===== config.mk =====
export PLATFORM = sky130hd
export DESIGN_NAME = vic_nest
export DESIGN_NICKNAME = d
export VERILOG_FILES = /design/src/rtl/vic_nest_pkg.sv /design/src/rtl/vic_nest_mask_tbl.sv /design/src/rtl/vic_nest_level_stk.sv /design/src/rtl/vic_nest.sv
export SDC_FILE = /design/constraint.sdc
export NUM_CORES = 2
export LEC_CHECK = 0
export BUFFER_PORTS_ARGS = -buffer_cell sky130_fd_sc_hd__buf_2
export CORE_MARGIN = 2
export CORE_UTILIZATION = 40
export CTS_CLUSTER_SIZE = 12
export DETAILED_ROUTE_END_ITERATION = 10
export PLACE_DENSITY = 0.61
export SLEW_MARGIN = 25
export SYNTH_ARGS = -nofsm -noshare
export SYNTH_HDL_FRONTEND = slang
export SYNTH_SLANG_ARGS = --single-unit
export TNS_END_PERCENT = 5

===== constraint.sdc =====
create_clock -name clk -period 7.55 [get_ports clk]
set_input_delay 0.3775 -clock clk [delete_from_list [all_inputs] [get_ports clk]]
set_output_delay 0.3775 -clock clk [all_outputs]
set_load 0.01 [all_outputs]

===== src/rtl/vic_nest_pkg.sv =====
package vic_nest_pkg;

    localparam int unsigned ADDR_W = 12;
    localparam int unsigned WORD_W = ADDR_W - 2;

    // word offsets (byte address >> 2)
    localparam logic [WORD_W-1:0] OFS_IRQ_STAT = 10'd0;
    localparam logic [WORD_W-1:0] OFS_FIQ_STAT = 10'd1;
    localparam logic [WORD_W-1:0] OFS_RAW      = 10'd2;
    localparam logic [WORD_W-1:0] OFS_FSEL     = 10'd3;
    localparam logic [WORD_W-1:0] OFS_EN_SET   = 10'd4;
    localparam logic [WORD_W-1:0] OFS_EN_CLR   = 10'd5;
    localparam logic [WORD_W-1:0] OFS_SW_SET   = 10'd6;
    localparam logic [WORD_W-1:0] OFS_SW_CLR   = 10'd7;
    localparam logic [WORD_W-1:0] OFS_PROT     = 10'd8;
    localparam logic [WORD_W-1:0] OFS_VEC      = 10'd12;
    localparam logic [WORD_W-1:0] OFS_DEFVEC   = 10'd13;
    localparam logic [WORD_W-1:0] VADDR_BASE   = 10'h040;
    localparam logic [WORD_W-1:0] VCTL_BASE    = 10'h080;
    localparam logic [WORD_W-1:0] ID_BASE      = 10'h3F8;

    localparam int unsigned CTL_EN_BIT = 5;

    typedef enum logic {
        TBL_FRESH = 1'b0,
        TBL_STALE = 1'b1
    } tbl_state_e;

endpackage


===== src/rtl/vic_nest_mask_tbl.sv =====
module vic_nest_mask_tbl
    import vic_nest_pkg::*;
#(
    parameter int unsigned NSRC  = 32,
    parameter int unsigned NSLOT = 16,
    parameter int unsigned SW    = $clog2(NSRC)
) (
    input  logic                            clk,
    input  logic                            rst_n,
    input  logic                            slot_wr,
    input  logic [NSLOT-1:0]                slot_en,
    input  logic [NSLOT-1:0][SW-1:0]        slot_src,
    output logic [NSLOT+1:0][NSRC-1:0]      tbl
);

    tbl_state_e                  state_q, state_d;
    logic [NSLOT-1:0][NSRC-1:0]  hot;
    logic [NSLOT+1:0][NSRC-1:0]  tbl_d;

    // one-hot source bit per active slot
    for (genvar g = 0; g < NSLOT; g++) begin : g_hot
        assign hot[g] = slot_en[g] ? (NSRC'(1) << slot_src[g]) : '0;
    end

    // cumulative masks: level i sees only slots with index below i
    always_comb begin
        logic [NSRC-1:0] run;
        run      = '0;
        tbl_d[0] = '0;
        for (int j = 0; j < NSLOT; j++) begin
            run        = run | hot[j];
            tbl_d[j+1] = run;
        end
        tbl_d[NSLOT+1] = '1;
    end

    always_comb begin
        unique case (state_q)
            TBL_FRESH: state_d = slot_wr ? TBL_STALE : TBL_FRESH;
            TBL_STALE: state_d = slot_wr ? TBL_STALE : TBL_FRESH;
            default:   state_d = TBL_FRESH;
        endcase
    end

    always_ff @(posedge clk) begin
        if (!rst_n) state_q <= TBL_FRESH;
        else        state_q <= state_d;
    end

    always_ff @(posedge clk) begin
        if (!rst_n) begin
            tbl            <= '0;
            tbl[NSLOT+1]   <= '1;
        end else if (state_q == TBL_STALE) begin
            tbl <= tbl_d;
        end
    end

endmodule


===== src/rtl/vic_nest_level_stk.sv =====
module vic_nest_level_stk #(
    parameter int unsigned NSRC  = 32,
    parameter int unsigned NSLOT = 16,
    parameter int unsigned LW    = $clog2(NSLOT + 2)
) (
    input  logic                        clk,
    input  logic                        rst_n,
    input  logic [NSRC-1:0]             pend,
    input  logic [NSLOT+1:0][NSRC-1:0]  tbl,
    input  logic                        push,
    input  logic                        pop,
    output logic [LW-1:0]               cur_lvl,
    output logic [LW-1:0]               sel_lvl
);

    localparam int unsigned   DEPTH = 1 << LW;
    localparam logic [LW-1:0] TOPL  = LW'(NSLOT + 1);

    logic [DEPTH-1:0][LW-1:0] prev_q;
    logic                     hit;
    logic [LW-1:0]            hit_lvl;

    // smallest level i below current with pending & mask[i+1] != 0
    always_comb begin
        hit     = 1'b0;
        hit_lvl = TOPL;
        for (int i = NSLOT; i >= 0; i--) begin
            if ((LW'(i) < cur_lvl) && (|(pend & tbl[i+1]))) begin
                hit     = 1'b1;
                hit_lvl = LW'(i);
            end
        end
    end

    assign sel_lvl = hit ? hit_lvl : cur_lvl;

    always_ff @(posedge clk) begin
        if (!rst_n) begin
            cur_lvl <= TOPL;
            prev_q  <= {DEPTH{TOPL}};
        end else if (push && hit) begin
            prev_q[hit_lvl] <= cur_lvl;
            cur_lvl         <= hit_lvl;
        end else if (pop && (cur_lvl < TOPL)) begin
            cur_lvl <= prev_q[cur_lvl];
        end
    end

endmodule


===== src/rtl/vic_nest.sv =====
module vic_nest
    import vic_nest_pkg::*;
#(
    parameter int unsigned NSRC   = 32,
    parameter int unsigned NSLOT  = 16,
    parameter int unsigned DW     = 32,
    parameter logic [63:0] ID_VAL = 64'h5A3C_0F96_C3E1_7B24
) (
    input  logic              clk,
    input  logic              rst_n,
    input  logic [NSRC-1:0]   irq_src,
    input  logic              bus_req,
    input  logic              bus_we,
    input  logic [ADDR_W-1:0] bus_addr,
    input  logic [DW-1:0]     bus_wdata,
    output logic [DW-1:0]     bus_rdata,
    output logic              irq_o,
    output logic              fiq_o
);

    localparam int unsigned SW  = $clog2(NSRC);
    localparam int unsigned SIW = $clog2(NSLOT);
    localparam int unsigned LW  = $clog2(NSLOT + 2);
    localparam logic [WORD_W-1:0] VADDR_END = VADDR_BASE + WORD_W'(NSLOT);
    localparam logic [WORD_W-1:0] VCTL_END  = VCTL_BASE + WORD_W'(NSLOT);

    logic [NSRC-1:0]              en_q, soft_q, fsel_q, pend;
    logic                         prot_q;
    logic [DW-1:0]                defvec_q;
    logic [NSLOT-1:0][DW-1:0]     vaddr_q;
    logic [NSLOT-1:0][7:0]        vctl_q;
    logic [NSLOT-1:0]             slot_en;
    logic [NSLOT-1:0][SW-1:0]     slot_src;
    logic [NSLOT+1:0][NSRC-1:0]   tbl;
    logic [LW-1:0]                cur_lvl, sel_lvl;
    logic [WORD_W-1:0]            word, voff, coff;
    logic                         rd, wr, slot_wr, push, pop;
    logic [DW-1:0]                sel_vec, rd_mux;

    assign word    = bus_addr[ADDR_W-1:2];
    assign voff    = word - VADDR_BASE;
    assign coff    = word - VCTL_BASE;
    assign rd      = bus_req && !bus_we;
    assign wr      = bus_req && bus_we;
    assign slot_wr = wr && (((word >= VADDR_BASE) && (word < VADDR_END)) ||
                            ((word >= VCTL_BASE)  && (word < VCTL_END)));
    assign push    = rd && (word == OFS_VEC);
    assign pop     = wr && (word == OFS_VEC);
    assign pend    = irq_src | soft_q;

    // per-slot storage and field split
    for (genvar g = 0; g < NSLOT; g++) begin : g_slot
        always_ff @(posedge clk) begin
            if (!rst_n) begin
                vaddr_q[g] <= '0;
                vctl_q[g]  <= '0;
            end else if (wr && (word == VADDR_BASE + WORD_W'(g))) begin
                vaddr_q[g] <= bus_wdata;
            end else if (wr && (word == VCTL_BASE + WORD_W'(g))) begin
                vctl_q[g]  <= bus_wdata[7:0];
            end
        end
        assign slot_en[g]  = vctl_q[g][CTL_EN_BIT];
        assign slot_src[g] = vctl_q[g][SW-1:0];
    end

    // control register writes
    always_ff @(posedge clk) begin
        if (!rst_n) begin
            en_q     <= '0;
            soft_q   <= '0;
            fsel_q   <= '0;
            prot_q   <= 1'b0;
            defvec_q <= '0;
        end else if (wr) begin
            case (word)
                OFS_FSEL:   fsel_q   <= bus_wdata[NSRC-1:0];
                OFS_EN_SET: en_q     <= en_q | bus_wdata[NSRC-1:0];
                OFS_EN_CLR: en_q     <= en_q & ~bus_wdata[NSRC-1:0];
                OFS_SW_SET: soft_q   <= soft_q | bus_wdata[NSRC-1:0];
                OFS_SW_CLR: soft_q   <= soft_q & ~bus_wdata[NSRC-1:0];
                OFS_PROT:   prot_q   <= bus_wdata[0];
                OFS_DEFVEC: defvec_q <= bus_wdata;
                default: ;
            endcase
        end
    end

    vic_nest_mask_tbl #(.NSRC(NSRC), .NSLOT(NSLOT), .SW(SW)) u_tbl (
        .clk      (clk),
        .rst_n    (rst_n),
        .slot_wr  (slot_wr),
        .slot_en  (slot_en),
        .slot_src (slot_src),
        .tbl      (tbl)
    );

    vic_nest_level_stk #(.NSRC(NSRC), .NSLOT(NSLOT), .LW(LW)) u_stk (
        .clk     (clk),
        .rst_n   (rst_n),
        .pend    (pend),
        .tbl     (tbl),
        .push    (push),
        .pop     (pop),
        .cur_lvl (cur_lvl),
        .sel_lvl (sel_lvl)
    );

    always_comb begin
        if (sel_lvl >= LW'(NSLOT)) sel_vec = defvec_q;
        else                       sel_vec = vaddr_q[sel_lvl[SIW-1:0]];
    end

    always_comb begin
        rd_mux = '0;
        if ((word >= VADDR_BASE) && (word < VADDR_END)) begin
            rd_mux = vaddr_q[voff[SIW-1:0]];
        end else if ((word >= VCTL_BASE) && (word < VCTL_END)) begin
            rd_mux = DW'(vctl_q[coff[SIW-1:0]]);
        end else if (word >= ID_BASE) begin
            rd_mux = DW'(ID_VAL[{word[2:0], 3'b000} +: 8]);
        end else begin
            case (word)
                OFS_IRQ_STAT: rd_mux = DW'(pend & en_q & ~fsel_q);
                OFS_FIQ_STAT: rd_mux = DW'(pend & fsel_q);
                OFS_RAW:      rd_mux = DW'(pend);
                OFS_FSEL:     rd_mux = DW'(fsel_q);
                OFS_EN_SET:   rd_mux = DW'(en_q);
                OFS_SW_SET:   rd_mux = DW'(soft_q);
                OFS_PROT:     rd_mux = DW'(prot_q);
                OFS_VEC:      rd_mux = sel_vec;
                OFS_DEFVEC:   rd_mux = defvec_q;
                default:      rd_mux = '0;
            endcase
        end
    end

    always_ff @(posedge clk) begin
        if (!rst_n)  bus_rdata <= '0;
        else if (rd) bus_rdata <= rd_mux;
    end

    assign irq_o = |(pend & en_q & ~fsel_q & tbl[cur_lvl]);
    assign fiq_o = |(pend & fsel_q);

endmodule


; Word level (Yosys, flattened, before mapping)
; Cells that the tools add are included.
[word_totals]
regBits = 1479
input_bits = 80
[classes]
add_sub_neg = 2
magnitude_cmp = 30
eq_ne = 42
n_shift = 17
n_mux = 74
bitwise_logic = 58
n_reduce_logical = 105
[ops]
columns = op, count
row1 = 32-bit two-way mux, 23
row2 = 32-bit AND, 22
row3 = 32-bit OR reduction, 19
row4 = 32-bit bitwise OR, 18
row5 = "1-bit by 5-bit left shift with 32-bit output, first input constant", 16
row6 = 32-bit case mux with 9 select lines, 1
row7 = 32-bit binary-select mux with 4-bit select, 2
row8 = 32-bit binary-select mux with 5-bit select, 1
row9 = 160-bit bitwise mux, 1
row10 = "10-bit by 7-bit equality test with 1-bit output, second input constant", 16
row11 = "10-bit by 8-bit equality test with 1-bit output, second input constant", 16
row12 = 32-bit case mux with 2 select lines, 2
row13 = 5-bit two-way mux, 21
row14 = 32-bit NOT, 2
row15 = "64-bit by 7-bit indexed part select with 8-bit output, first input constant", 1
row16 = 1-bit logical AND, 59
row17 = 2-bit AND reduction, 21
row18 = "10-bit by 3-bit equality test with 1-bit output, second input constant", 4
row19 = "4-bit by 5-bit less-than comparator with 1-bit output, first input constant", 8
row20 = 8-bit binary-select mux with 4-bit select, 1
row21 = "10-bit by 4-bit equality test with 1-bit output, second input constant", 3
row22 = 5-bit binary-select mux with 5-bit select, 1
row23 = 5-bit demux with 5-bit select, 1
row24 = "10-bit by 2-bit equality test with 1-bit output, second input constant", 2
row25 = 23 further kinds, 67

; Longest topological paths before layout
[depth]
depth_word = 28
ltp_mapped = 20
mapped_depth_nobuf = 12

; Modules after synthesis
; From an unflattened synthesis, not the netlist that was laid out.
[hier_totals]
hier_cells = 8764
hier_area_um2 = 77302.9
[by_module_without_submodules]
columns = mod, instances, cells_each, area_per_inst_um2, seq_area_each_um2
row1 = vic_nest, 1, 4894, 44362.5, 16035.4
row2 = vic_nest_mask_tbl, 1, 2793, 22819.4, 10269.8
row3 = vic_nest_level_stk, 1, 1077, 10121.0, 3303.2

; Least setup slack after synthesis
; Ideal clock, no wire load.
[synth_path]
path_kind = in2reg
from = in irq_src[14]
to = reg bus_rdata[26]
arrival_ps = 4182
path_slack_ps = 3254
cell_stages = 19
path_buffers = 7
cell_sequence = buf_2 or2_1 buf_6 a22oi_2 nand3_1 o41a_1 or4_4 nand4bb_1 buf_2 or3_1 buf_2 o21ai_4 buf_6 buf_8 buf_6 mux2_2 o211ai_1 nand4_1 o21a_1
[synth_via]
elab_chain_cells = 28
elab_cells_between_ends = 94
cone_classes = order compare (1) / mux (42) / bitwise (17) / reduce/logical (34)
[synth_lines]
columns = item, line_no
row1 = "start, declared", vic_nest.sv:11  ; input logic [NSRC-1:0] irq_src,
row2 = 32-bit bitwise OR (*), vic_nest.sv:49  ; assign pend = irq_src | soft_q;
row3 = 32-bit OR reduction / 32-bit AND (equally long branches), vic_nest_level_stk.sv:28  ; if ((LW'(i) < cur_lvl) && (|(pend & tbl[i+1]))) begin
row4 = 1-bit logical AND / 32-bit OR reduction (equally long branches), vic_nest_level_stk.sv:28
row5 = 1-bit two-way mux / 1-bit logical AND (equally long branches), vic_nest_level_stk.sv:28
row6 = 5-bit two-way mux / 1-bit two-way mux (equally long branches) (16 in series), vic_nest_level_stk.sv:28
row7 = 5-bit two-way mux (*), vic_nest_level_stk.sv:35  ; assign sel_lvl = hit ? hit_lvl : cur_lvl;
row8 = 32-bit binary-select mux with 4-bit select, vic_nest.sv:111  ; else sel_vec = vaddr_q[sel_lvl[SIW-1:0]];
row9 = 32-bit two-way mux (not written as such), vic_nest.sv:111
row10 = 32-bit two-way mux (*), vic_nest.sv:110  ; if (sel_lvl >= LW'(NSLOT)) sel_vec = defvec_q;
row11 = 32-bit case mux with 9 select lines (*), vic_nest.sv:123  ; case (word)
row12 = 32-bit two-way mux (*), vic_nest.sv:120  ; end else if (word >= ID_BASE) begin
row13 = 32-bit two-way mux (*), vic_nest.sv:118  ; end else if ((word >= VCTL_BASE) && (word < VCTL_END)) begin
row14 = 32-bit two-way mux (*), vic_nest.sv:116  ; if ((word >= VADDR_BASE) && (word < VADDR_END)) begin
row15 = "end signal, assigned", vic_nest.sv:140  ; else if (rd) bus_rdata <= rd_mux;
row16 = "end, declared", vic_nest.sv:16  ; output logic [DW-1:0] bus_rdata,
; Every way passes the cells marked *; elsewhere a longest branch is shown, timed or not. The select of a mux whose other input is x is not followed.
; A chain may end at the register's enable or synchronous reset.

; Worst setup path in the final report
[layout_path]
from = reg u_stk.cur_lvl[1]
to = out irq_o
[layout_via]
elab_chain_cells = 4
[layout_lines]
columns = item, line_no
row1 = "start, declared", vic_nest_level_stk.sv:12  ; output logic [LW-1:0] cur_lvl,
row2 = "start signal, assigned", vic_nest_level_stk.sv:43  ; cur_lvl <= hit_lvl;
row3 = "start signal, assigned", vic_nest_level_stk.sv:45  ; cur_lvl <= prev_q[cur_lvl];
row4 = 32-bit binary-select mux with 5-bit select, vic_nest.sv:143  ; assign irq_o = |(pend & en_q & ~fsel_q & tbl[cur_lvl]);
row5 = 32-bit two-way mux (not written as such), vic_nest.sv:143
row6 = 32-bit AND, vic_nest.sv:143
row7 = 32-bit OR reduction, vic_nest.sv:143
row8 = "end, declared", vic_nest.sv:17  ; output logic irq_o,
; Every way passes these cells. The select of a mux whose other input is x is not followed.

==> results.rst <==
.. list-table::
   :header-rows: 1

   * - Metric
     - Value
   * - Setup repair after global routing missed its margin
     - false
   * - Share of post-route cells with drive strength above 1
     - 13.7%
   * - Clock slew at the register clock pins of the worst setup and hold paths
     - 0.06 ns
   * - DRC Markers
     - 0
   * - Insertion delay of the later-clocked pin in the worst-skew pair
     - 0.85 ns
   * - Synthesized flop and latch total
     - 1419
   * - Number of nets still failing antenna checks after routing
     - 0
   * - Type of the most critical hold path
     - primary input to flop
   * - Data arrival time of the worst path
     - 6.74 ns
   * - Count of H-tree levels built during CTS
     - 4
   * - Post-CTS Setup Inserts
     - 0
   * - Static leakage
     - 28.8 nW
   * - TritonCTS buffer count
     - 164
   * - Total vias in the final route
     - 83.9k
   * - Via count of the first global-routing pass
     - 75.7k
   * - Detailed-route wire length per cell
     - 40.6 microns
   * - Kind of critical path
     - flop to output port
   * - Overall fraction of global-route tracks in use
     - 48.2%
   * - Average vias per placed instance
     - 7.08
   * - Number of search-and-repair iterations in the first detailed-routing pass
     - 10
   * - Quantity of I/O buffers inserted on ports
     - 111
   * - Sequential cell area fraction in the yosys report
     - 37.6%
   * - Global-route track usage on met2
     - 64.6%
   * - Worst slack at placement
     - 1.33 ns
   * - Rows
     - 159
   * - Post-synthesis average cell area
     - 7.97 sq um
   * - TNS Setup
     - 0 ns
   * - Iteration-0 DRC count of the detailed router
     - 15.3k
   * - Final period demand of the worst path
     - 7.12 ns
   * - Die ar.
     - 192000 sq um
   * - Global routing met1 resource utilization
     - 62.8%
   * - Worst-case setup margin in the final layout
     - 0.430 ns
   * - Post-synth design cell area
     - 75500 sq um
   * - Pin count of the biggest net entering global routing
     - 218
   * - Met3 track demand over resource
     - 23.8%
   * - Worst-case hold slack
     - 0.0536 ns
   * - Cell area power density
     - 209 nW/um^2
   * - Global placement routability congestion
     - 1.15
   * - Total clock sinks
     - 1419
   * - Nets
     - 9267
   * - Reported max-cap violation count
     - 0
   * - Most used flip-flop cell after synthesis
     - dfxtp_1
   * - Worst setup skew after layout
     - 0.0579 ns
   * - Peak-usage layer in the global routing report
     - met2
   * - Timing-limited maximum frequency
     - 0.140 GHz
   * - Hold violation total from the final report
     - 0
   * - Required time of the critical path
     - 7.17 ns
   * - Actual slew at the worst max-slew pin
     - 1.36 ns
   * - Wire length of the first global-routing pass
     - 644000 microns
   * - Sum of routed wire length over all layers
     - 481000 microns
   * - Share of the clock period used by the worst path
     - 94.3%
   * - Floorplan die height
     - 438 microns
   * - Total half-perimeter wirelength after legalization and detailed placement
     - 350000 microns
   * - Number of distinct standard cells referenced by the synthesized netlist
     - 92
   * - Antenna violations before repair
     - 65
   * - I/O pin count
     - 114
   * - Area growth, synth to finish
     - 12.2%
   * - Net count of the mapped netlist
     - 9553
   * - Final count of pins violating max slew
     - 0
   * - Die X-Extent
     - 438 microns
   * - Slew headroom
     - 8.41%
   * - Sum of overflow across all layers after global routing
     - 0
   * - Number of enable flip-flop cells after synthesis
     - 0
   * - Kind of start point of the critical path
     - flop
   * - Critical Path End Type
     - output port
   * - Worst-path fanout max
     - 82
   * - Core outline area
     - 188000 sq um
   * - Number of warnings issued by yosys
     - 0
   * - Worst VDD drop
     - 0.192 mV
   * - Run status
     - complete, no violations
   * - Initial core utilization
     - 40.2%
   * - Buffers from clock root to sink, at most
     - 3
   * - Clock Tree Root
     - clkbuf_16
   * - Clock tree from TritonCTS
     - yes
   * - Final setup violation count
     - 0
   * - Synth async-reset ratio
     - 0%
   * - Post-synthesis instance total
     - 9473
## path summary, 6_finish.rpt
check | depth (start not counted) | startpoint | endpoint | slack, ns
min reg2reg | 2 | vctl_q[23] | vctl_q[23] | 0.45
min | 3 | bus_wdata[10] | fsel_q[10] | 0.05
max | 13 | u_stk.cur_lvl[1] | irq_o | 0.43
max reg2reg | 14 | flop | bus_rdata[3] | 0.80
## flip-flops by register name (all words and copies together), names as in the netlist, named ones only
signal and flops:
bus_rdata 32, defvec_q 32, fsel_q 32, prot_q 1
slot_en 16, slot_src 80, u_stk.cur_lvl 5, u_stk.prev_q 100
u_tbl.state_q 1, u_tbl.tbl 512, vaddr_q 512, vctl_q 32
## through the flow
stage | std cells | total power, mW | util, % | instance area [sq um]
finish | 11800 | 17.7 | 45.1 | 84700
CTS | 11800 | 17.6 | 45.0 | 84500
global route | 11800 | 18.0 | 45.1 | 84600
detailed placement | 11500 | 9.37 | 42.0 | 78900
floorplan | 9473 | 8.65 | - | 75500
global placement | 11500 | 9.36 | 42.0 | 78800
## cell usage after synthesis, types with 15 or more instances
cell	instances	area share, %
nor3_1	154	1.0
nand4_1	131	1.1
o2111ai_1	25	0.29
nor2_1	686	3.4
or3_1	54	0.45
and4_1	16	0.19
o21ai_0	722	4.8
mux2i_1	275	3.6
nand2b_1	69	0.57
buf_1	84	0.42
o211ai_1	173	1.7
o22ai_1	26	0.22
mux2_2	129	1.9
a22oi_1	167	1.7
a311oi_1	42	0.49
o221a_2	18	0.27
dfxtp_1	1419	38
and3_1	42	0.35
nor3b_1	17	0.17
inv_1	74	0.37
o221ai_1	43	0.50
or2_2	37	0.31
o21a_1	30	0.30
mux4_2	238	7.1
o211a_1	82	1.1
nor4_1	38	0.31
nand4b_1	15	0.17
a222oi_1	30	0.40
nor2b_1	82	0.68
a31oi_1	63	0.52
or2_1	17	0.14
or4_1	17	0.17
a21boi_0	45	0.45
clkbuf_1	798	4.0
nor4bb_1	20	0.27
a22o_1	32	0.37
buf_2	27	0.18
nand3_1	173	1.1
a221oi_1	115	1.3
nand2_1	1726	8.6
a21oi_1	1230	8.2
and2_1	50	0.41
a211oi_1	81	0.81
## timing repair
action | CTS | global route
endpoints found under the hold margin | 158 | 0
hold buffers | 14 | 0
gates resized for setup | 0 | 0
## where the power goes
part / internal (mW) / switching (mW) / total (mW)
logic: 0.461 / 1.34 / 1.80
clock network: 4.76 / 3.59 / 8.36
registers: 7.50 / 0.0233 / 7.52
## logic make-up (layout without fill, tap and decap cells)
family	Yosys count	after routing	share of synthesized area, %
flops	1419	1419	37.6
xor+xnor	1	1	0.0116
compound gates	3031	3031	24.7
fa+ha+maj	1	1	0.0133
buf+inv	998	832	5.14
mux	642	642	12.7
other cells	0	43	0
simple gates	3381	3381	19.9
## layout make-up
| cell class | count | area (sq um) |
|---|---|---|
| antenna | 43 | 108 |
| multi-input combinational | 7056 | 43700 |
| clock inverter | 59 | 751 |
| sequential | 1419 | 28400 |
| tap | 2495 | 3120 |
| fill | 18700 | 103000 |
| timing repair buffer | 471 | 3570 |
| inverter | 75 | 297 |
| clock buffer | 227 | 4730 |
## worst max-delay path: stages, from the launching register on
cell	delay, ns
dfxtp_4	0.65
buf_12	0.46
nor2_4	0.29
nand2_1	0.54
nand2_1	0.15
a222oi_1	0.74
o21ai_0	0.59
nand4b_1	0.26
nand2_1	0.07
a311oi_1	0.52
nand3_1	0.14
nor4_1	0.43
nand3_1	0.51
buf_2	0.31
## routing by layer
metal | vias up | share of wire (%)
li1 | 33800 | -
met1 | 41400 | 39
met2 | 7226 | 39
met3 | 1424 | 16
met4 | 42 | 6.2
met5 | - | 0.11
## cells in the final DEF (no fill, tap or decap), drive strengths merged, types with 25 or more instances in the layout
cell type / count
a211oi: 81
a21boi: 45
a21oi: 1230
a221oi: 116
a222oi: 30
a22o: 32
a22oi: 168
a311oi: 42
a31oi: 63
and2: 54
and3: 42
buf: 457
clkbuf: 227
clkinv: 35
dfxtp: 1419
diode: 43
inv: 82
mux2: 129
mux2i: 275
mux4: 238
nand2: 1726
nand2b: 69
nand3: 173
nand4: 131
nor2: 686
nor2b: 82
nor3: 154
nor4: 39
o2111ai: 25
o211a: 82
o211ai: 173
o21a: 30
o21ai: 731
o221ai: 44
o22ai: 26
or2: 55
or3: 54
No activity file was read; power rests on OpenSTA's default activity.
